[src/rtl/serial_reg_slave.sv]
module serial_reg_slave #(
  parameter int RAM_BYTES = 24,
  parameter int CLK_REGS  = 8
) (
  input  logic                      clk,
  input  logic                      rst_n,
  input  logic                      sel_i,
  input  logic                      sck_i,
  input  logic                      sdio_i,
  output logic                      sdio_o,
  output logic                      sdio_oe,
  input  logic [8*(CLK_REGS-1)-1:0] tk_time_i,
  output logic [CLK_REGS-2:0]       tk_wr_mask_o,
  output logic [8*(CLK_REGS-1)-1:0] tk_wr_data_o
);
  localparam int AW = 5;
  localparam int TREGS = CLK_REGS - 1;
  localparam logic [AW-1:0] BURST    = '1;
  localparam logic [AW-1:0] RAM_LAST = AW'(RAM_BYTES - 1);
  localparam logic [AW-1:0] CLK_LAST = AW'(CLK_REGS - 1);

  typedef enum logic [1:0] {P_CMD, P_WR, P_RD, P_IGN} phase_t;

  logic [2:0] sel_q, sck_q;
  logic [1:0] sdi_q;
  logic       sel_s, sck_rise, sck_fall, sdi;

  phase_t        phase;
  logic [2:0]    cnt, tcnt;
  logic [7:0]    sh, txsh, rd_byte;
  logic          space, burst, wp;
  logic [AW-1:0] idx;
  logic [7:0]    bbuf [CLK_REGS];
  logic [7:0]    ram  [RAM_BYTES];
  logic [7:0]    in_byte;

  assign sel_s    = sel_q[1];
  assign sck_rise = sck_q[1] & ~sck_q[2];
  assign sck_fall = ~sck_q[1] & sck_q[2];
  assign sdi      = sdi_q[1];
  assign in_byte  = {sdi, sh[7:1]};
  assign sdio_o   = txsh[0];

  always_ff @(posedge clk or negedge rst_n)
    if (!rst_n) begin
      sel_q <= '0;
      sck_q <= '0;
      sdi_q <= '0;
    end else begin
      sel_q <= {sel_q[1:0], sel_i};
      sck_q <= {sck_q[1:0], sck_i};
      sdi_q <= {sdi_q[0], sdio_i};
    end

  always_comb begin
    rd_byte = '0;
    if (space) begin
      if (idx <= RAM_LAST) rd_byte = ram[idx];
    end else if (idx == CLK_LAST) begin
      rd_byte = {wp, 7'b0};
    end else begin
      for (int i = 0; i < TREGS; i++)
        if (idx == AW'(i)) rd_byte = tk_time_i[i*8 +: 8];
    end
  end

  always_ff @(posedge clk or negedge rst_n)
    if (!rst_n) begin
      phase        <= P_CMD;
      cnt          <= '0;
      tcnt         <= '0;
      sh           <= '0;
      txsh         <= '0;
      space        <= 1'b0;
      burst        <= 1'b0;
      wp           <= 1'b0;
      idx          <= '0;
      sdio_oe      <= 1'b0;
      tk_wr_mask_o <= '0;
      tk_wr_data_o <= '0;
      for (int i = 0; i < CLK_REGS; i++) bbuf[i] <= '0;
      for (int i = 0; i < RAM_BYTES; i++) ram[i] <= '0;
    end else begin
      tk_wr_mask_o <= '0;
      if (!sel_s) begin
        phase   <= P_CMD;
        cnt     <= '0;
        tcnt    <= '0;
        sdio_oe <= 1'b0;
      end else begin
        if (sck_rise) begin
          case (phase)
            P_CMD: begin
              sh  <= in_byte;
              cnt <= cnt + 3'd1;
              if (cnt == 3'd7) begin
                if (!in_byte[7]) begin
                  phase <= P_IGN;
                end else begin
                  space <= in_byte[6];
                  burst <= (in_byte[5:1] == BURST);
                  idx   <= (in_byte[5:1] == BURST) ? '0 : in_byte[5:1];
                  phase <= in_byte[0] ? P_RD : P_WR;
                end
              end
            end
            P_WR: begin
              sh  <= in_byte;
              cnt <= cnt + 3'd1;
              if (cnt == 3'd7) begin
                if (space) begin
                  if (idx <= RAM_LAST && !wp) ram[idx] <= in_byte;
                  if (burst && idx < RAM_LAST) idx <= idx + 1'b1;
                  else phase <= P_IGN;
                end else if (burst) begin
                  bbuf[idx[$clog2(CLK_REGS)-1:0]] <= in_byte;
                  if (idx == CLK_LAST) begin
                    phase <= P_IGN;
                    wp    <= in_byte[7];
                    if (!wp) begin
                      tk_wr_mask_o <= '1;
                      for (int i = 0; i < TREGS; i++) tk_wr_data_o[i*8 +: 8] <= bbuf[i];
                    end
                  end else begin
                    idx <= idx + 1'b1;
                  end
                end else begin
                  phase <= P_IGN;
                  if (idx == CLK_LAST) begin
                    wp <= in_byte[7];
                  end else if (!wp) begin
                    for (int i = 0; i < TREGS; i++)
                      if (idx == AW'(i)) begin
                        tk_wr_mask_o[i]         <= 1'b1;
                        tk_wr_data_o[i*8 +: 8]  <= in_byte;
                      end
                  end
                end
              end
            end
            default: ;
          endcase
        end
        if (sck_fall && phase == P_RD) begin
          tcnt    <= tcnt + 3'd1;
          sdio_oe <= 1'b1;
          if (tcnt == 3'd0) txsh <= rd_byte;
          else txsh <= {1'b0, txsh[7:1]};
          if (tcnt == 3'd7 && burst)
            idx <= (idx == (space ? RAM_LAST : CLK_LAST)) ? '0 : idx + 1'b1;
        end
      end
    end
endmodule

[config.mk]
export PLATFORM = sky130hd
export DESIGN_NAME = serial_reg_slave
export DESIGN_NICKNAME = d
export VERILOG_FILES = /design/src/rtl/serial_reg_slave.sv
export SDC_FILE = /design/constraint.sdc
export NUM_CORES = 1
export LEC_CHECK = 0
export BUFFER_PORTS_ARGS = -buffer_cell sky130_fd_sc_hd__buf_2
export CORE_ASPECT_RATIO = 0.8
export CORE_MARGIN = 2
export CORE_UTILIZATION = 50
export DETAILED_ROUTE_END_ITERATION = 7
export MAX_ROUTING_LAYER = met4
export PLACE_DENSITY = 0.68
export SETUP_SLACK_MARGIN = 0.1
export SLEW_MARGIN = 10
export SYNTH_ARGS = -nofsm -noshare
export SYNTH_HDL_FRONTEND = slang
export SYNTH_SLANG_ARGS = --single-unit
[constraint.sdc]
create_clock -name clk -period 3.65 [get_ports clk]
set_clock_uncertainty 0.2 [all_clocks]
set_input_delay 0.1825 -clock clk [delete_from_list [all_inputs] [get_ports clk]]
set_output_delay 0.1825 -clock clk [all_outputs]
set_load 0.05 [all_outputs]
==> impl_metrics.xml <==
<?xml version="1.0" encoding="UTF-8"?>
<metrics>
  <group name="placement">
    <metric name="placement.cell_area" unit="µm²">18000</metric>
    <metric name="place_congestion" unit="">0.919</metric>
    <metric name="dpl.cell_count" unit="">1901</metric>
    <metric name="portBuffers" unit="">125</metric>
    <metric name="place.detailed.hpwl" unit="µm">31500</metric>
  </group>
  <group name="floorplan">
    <metric name="rows" unit="">60</metric>
    <metric name="initial_utilization" unit="%">50.4</metric>
    <metric name="die_width" unit="µm">209</metric>
    <metric name="dieArea" unit="µm²">35300</metric>
    <metric name="die_height" unit="µm">168</metric>
    <metric name="floorplan.core_area" unit="µm²">33500</metric>
    <metric name="ioPinCount" unit="">126</metric>
  </group>
  <group name="global_routing">
    <metric name="antenna_found_initial" unit="">0</metric>
    <metric name="globalRouteTotalUtil" unit="%">27.3</metric>
    <metric name="globalRouteOverflowTotal" unit="">0</metric>
    <metric name="grt_first_pass_wirelength" unit="µm">72300</metric>
    <metric name="first_global_vias" unit="">12295</metric>
    <metric name="largest_net_degree_at_the_start_of_global_routing" unit="">93</metric>
  </group>
  <group name="clock_tree">
    <metric name="clk_latency_worst_skew_pair" unit="ns">0.54</metric>
    <metric name="clk_pin_slew_worst_paths" unit="ns">0.06</metric>
    <metric name="holdBufCountCts" unit="">13</metric>
    <metric name="cts-buffers-inserted" unit="">36</metric>
    <metric name="numClockSinks" unit="">350</metric>
    <metric name="clockBufferDepth" unit="">3</metric>
    <metric name="cts.repair_timing.setup_buffer_count" unit="">0</metric>
    <metric name="clock_tree.root_cell" unit="">sky130_fd_sc_hd__clkbuf_16</metric>
    <metric name="cts_repair_resizes" unit="">0</metric>
    <metric name="cts.htree.levels" unit="">2</metric>
    <metric name="tritoncts_clock_tree" unit="">yes</metric>
  </group>
  <group name="sta">
    <metric name="tightest_slew" unit="ns">0.898</metric>
    <metric name="rsz0062_at_grt" unit="">false</metric>
    <metric name="slew_violations" unit="">0</metric>
    <metric name="setup_total_negative_slack" unit="ns">0</metric>
    <metric name="max-slew-margin-rel" unit="%">39.9</metric>
    <metric name="fin_worst_hold_slack" unit="ns">0.0282</metric>
    <metric name="finalSetupViolations" unit="">0</metric>
    <metric name="hold_viol" unit="">0</metric>
    <metric name="maxClockFrequency" unit="GHz">0.305</metric>
    <metric name="fin_crit_sh" unit="%">89.8</metric>
    <metric name="final.min_clock_period" unit="ns">3.28</metric>
  </group>
  <group name="cells_and_area">
    <metric name="final_nets" unit="">1589</metric>
    <metric name="finish.utilization" unit="%">57.7</metric>
    <metric name="layout.filler_cells" unit="">2757</metric>
    <metric name="layoutNonFillerInstCount" unit="">1980</metric>
    <metric name="insertedDiodeCount" unit="">0</metric>
    <metric name="relative_area_change_from_synthesis_to_final_layout" unit="%">14.4</metric>
    <metric name="area_used_by_multi_input_combinational_logic" unit="µm²">7640</metric>
    <metric name="layout.cell_area.non_filler" unit="µm²">19300</metric>
    <metric name="seq_area" unit="µm²">8760</metric>
    <metric name="post_route_cells_drive_above_1_share" unit="%">37.9</metric>
  </group>
  <group name="run_status">
    <metric name="run_status" unit="">completed</metric>
  </group>
  <group name="synth">
    <metric name="syn-mean-instance-area" unit="µm²">12.0</metric>
    <metric name="ys.warnings.count" unit="">0</metric>
    <metric name="async_reset_ff_share" unit="%">100</metric>
    <metric name="synth_top_cell_area_share" unit="%">51.9</metric>
    <metric name="cell_types_occupying_the_most_area_after_synthesis" unit="">sky130_fd_sc_hd__dfrtp_1, sky130_fd_sc_hd__mux2_2, sky130_fd_sc_hd__nand2_1</metric>
    <metric name="synth_area_leader_cell" unit="">sky130_fd_sc_hd__dfrtp_1</metric>
    <metric name="synth.net_count" unit="">1474</metric>
    <metric name="synth_enable_flop_cells" unit="">0</metric>
    <metric name="synth_area" unit="µm²">16900</metric>
    <metric name="syn_inst" unit="">1403</metric>
    <metric name="netlist-cell-type-count" unit="">73</metric>
    <metric name="synth.ff_latch_count" unit="">350</metric>
    <metric name="synth_sequential_area_ratio" unit="%">51.9</metric>
    <metric name="yosys_most_used_dff" unit="">sky130_fd_sc_hd__dfrtp_1</metric>
  </group>
  <group name="setup_path">
    <metric name="critPathLaunchType" unit="">flip-flop</metric>
    <metric name="crit_path_top_delay_cell" unit="">sky130_fd_sc_hd__nor3_4</metric>
    <metric name="cp_top_family" unit="">simple AND/OR/NAND/NOR gates</metric>
    <metric name="cp_data_arrival_time" unit="ns">3.49</metric>
    <metric name="critPathLaunch" unit="">cnt[0]</metric>
    <metric name="cp-end-kind" unit="">flip-flop</metric>
    <metric name="timing.critical_path.fanout_max" unit="">8</metric>
    <metric name="worstReg2RegStart" unit="">cnt[0]</metric>
    <metric name="worst-setup-path-type" unit="">reg2reg</metric>
    <metric name="timing.critical_path.buf_inv" unit="">0</metric>
    <metric name="crit_path_frequent_cell" unit="">sky130_fd_sc_hd__ha_1</metric>
    <metric name="timing.critical_path.cells" unit="">ha_1 &gt; ha_1 &gt; nand4b_1 &gt; nor3_1 &gt; nand3_1 &gt; nor3_4 &gt; mux2_2</metric>
    <metric name="cp_slowest_stage_delay" unit="ns">0.55</metric>
    <metric name="worst-endpoint-required" unit="ns">3.86</metric>
  </group>
  <group name="drt">
    <metric name="detailedRoute.firstIterationViolations" unit="">1507</metric>
    <metric name="antenna_left" unit="">0</metric>
    <metric name="post_drt_via_cell_ratio" unit="">6.12</metric>
    <metric name="drc" unit="">0</metric>
    <metric name="totalWireLength" unit="µm">46600</metric>
    <metric name="dr_total_vias" unit="">12111</metric>
    <metric name="detail_route.wl_per_cell" unit="µm">23.5</metric>
    <metric name="number_of_detailed_routing_iterations_run_before_antenna_repair" unit="">5</metric>
  </group>
  <group name="run">
    <metric name="drv.max_cap_violation_count" unit="">0</metric>
  </group>
  <group name="power">
    <metric name="p_leak" unit="nW">9.62</metric>
    <metric name="power.density" unit="nW/µm²">447</metric>
    <metric name="ir_drop" unit="µV">304</metric>
  </group>
  <group name="worst_hold_path">
    <metric name="hold_class" unit="">in2reg</metric>
    <metric name="hp-start" unit="">tk_time_i[20]</metric>
  </group>
</metrics>
## kinds of logic after synthesis
family                   after synthesis  synth area share, %
AND/OR/NAND/NOR                      365                 10.9
AO/OA/AOI/OAI                        191                 7.68
multiplexers                         364                 25.6
buffers and inverters                117                 2.89
XOR/XNOR                               6                0.311
flip-flops                           350                 51.9
adder cells (fa/ha/maj)               10                0.741
## metal layers
layer	GRT usage, %	part of all wire [%]
met5	-	0
met4	6.07	1.6
met3	4.05	7.3
met2	40.6	45
met1	40.1	46
## cells in the final DEF, fill, tap and decap left out, types with 5 or more instances in the layout
master                          Yosys  final
sky130_fd_sc_hd__buf_12             0      5
sky130_fd_sc_hd__nand3b_1           6      6
sky130_fd_sc_hd__and3_1             7      7
sky130_fd_sc_hd__a31oi_1            9      9
sky130_fd_sc_hd__nor3_1            18     18
sky130_fd_sc_hd__clkbuf_8           0      7
sky130_fd_sc_hd__nand2_2           10     10
sky130_fd_sc_hd__nor2b_1           16     16
sky130_fd_sc_hd__o31ai_1            5      5
sky130_fd_sc_hd__nand3_1           17     17
sky130_fd_sc_hd__mux2_1            16     16
sky130_fd_sc_hd__a21oi_1           58     58
sky130_fd_sc_hd__inv_1             12     12
sky130_fd_sc_hd__dfrtp_1          350    346
sky130_fd_sc_hd__buf_2             20    124
sky130_fd_sc_hd__nand2b_1          17     17
sky130_fd_sc_hd__clkbuf_16          0     36
sky130_fd_sc_hd__and2_1             7      7
sky130_fd_sc_hd__nor2_4             6      6
sky130_fd_sc_hd__dlygate4sd3_1      0     13
sky130_fd_sc_hd__mux2i_1           17     17
sky130_fd_sc_hd__nand2_1          170    170
sky130_fd_sc_hd__nor2_1            54     54
sky130_fd_sc_hd__mux4_2            22     22
sky130_fd_sc_hd__a211oi_1           5      5
sky130_fd_sc_hd__and4_1             5      5
sky130_fd_sc_hd__o221ai_1          15     15
sky130_fd_sc_hd__clkbuf_1          67     14
sky130_fd_sc_hd__mux2_2           309    309
sky130_fd_sc_hd__ha_1              10     10
sky130_fd_sc_hd__a221oi_1          21     21
sky130_fd_sc_hd__a22oi_1            9      9
sky130_fd_sc_hd__o21ai_0           22     22
sky130_fd_sc_hd__buf_4              6     38
sky130_fd_sc_hd__o22ai_1            9      9
## tightest hold or removal path: cells and delay by family
family / cells / cell delay, ns
AO/OA/AOI/OAI: 2 / 0.31
AND/OR/NAND/NOR: 2 / 0.15
buffers and inverters: 1 / 0.08
## path summary, 6_finish.rpt
path                                  to  slack, ns  depth (start not counted)
worst max-delay path            bbuf[39]       0.37                          7
worst min-delay path             txsh[4]       0.03                          5
worst max register to register  bbuf[39]       0.37                          7
worst min register to register  sck_q[1]       0.16                          0
max in group asynchronous          burst       2.19                          3
min in group asynchronous        ram[69]       0.08                          2
## sequential cells by signal (all words and copies together), names as in the netlist
| register | flops |
|---|---|
| cnt | 3 |
| tk_wr_mask_o | 7 |
| ram | 192 |
| wp | 1 |
| tk_wr_data_o | 56 |
| tcnt | 3 |
| idx | 5 |
| sdio_oe | 1 |
| bbuf | 56 |
| txsh | 8 |
| sck_q | 3 |
| sh | 7 |
| space | 1 |
| phase | 2 |
| sel_q | 2 |
| burst | 1 |
| sdi_q | 2 |
## cells in the mapped netlist (all sizes together) (3+ instances only)
| cell | n |
|---|---|
| clkbuf | 68 |
| a221o | 3 |
| nor3 | 22 |
| a21oi | 58 |
| nor2 | 63 |
| mux2 | 325 |
| nor3b | 5 |
| a32oi | 3 |
| and3 | 7 |
| o31ai | 5 |
| mux4 | 22 |
| inv | 12 |
| nand3 | 20 |
| a22o | 3 |
| a31oi | 9 |
| nor2b | 16 |
| a22oi | 9 |
| o22ai | 9 |
| nand3b | 6 |
| nand2 | 180 |
| xnor2 | 4 |
| ha | 10 |
| a211o | 3 |
| o311ai | 4 |
| dfrtp | 350 |
| and4 | 5 |
| a221oi | 21 |
| nand2b | 17 |
| a211oi | 5 |
| o21ai | 23 |
| a311oi | 3 |
| buf | 36 |
| and2 | 7 |
| o221ai | 15 |
| mux2i | 17 |
| o2111ai | 3 |
## metrics by stage
step	setup WS [ns]	power, mW
floorplan	0.893	4.49
global placement	0.575	4.96
detailed placement	0.507	4.97
CTS	0.503	8.67
global route	0.243	8.91
finish	0.371	8.63
## report_power, final
group          switching, mW  leakage [nW]  total [mW]  internal [mW]
logic                  0.637          4.20       0.846          0.209
registers              0.137          4.84        4.08           3.94
clock network           1.57         0.576        3.71           2.14
## cell type report
cell class              count  area share (%)
flip-flops and latches    350            45.3
multi-input cells         936            39.5
repair buffers            181            5.96
clock buffers              57            5.43
well taps                 434            2.81
clock inverters             9           0.667
inverters                  13           0.252
(Power assumes the default switching activity.)
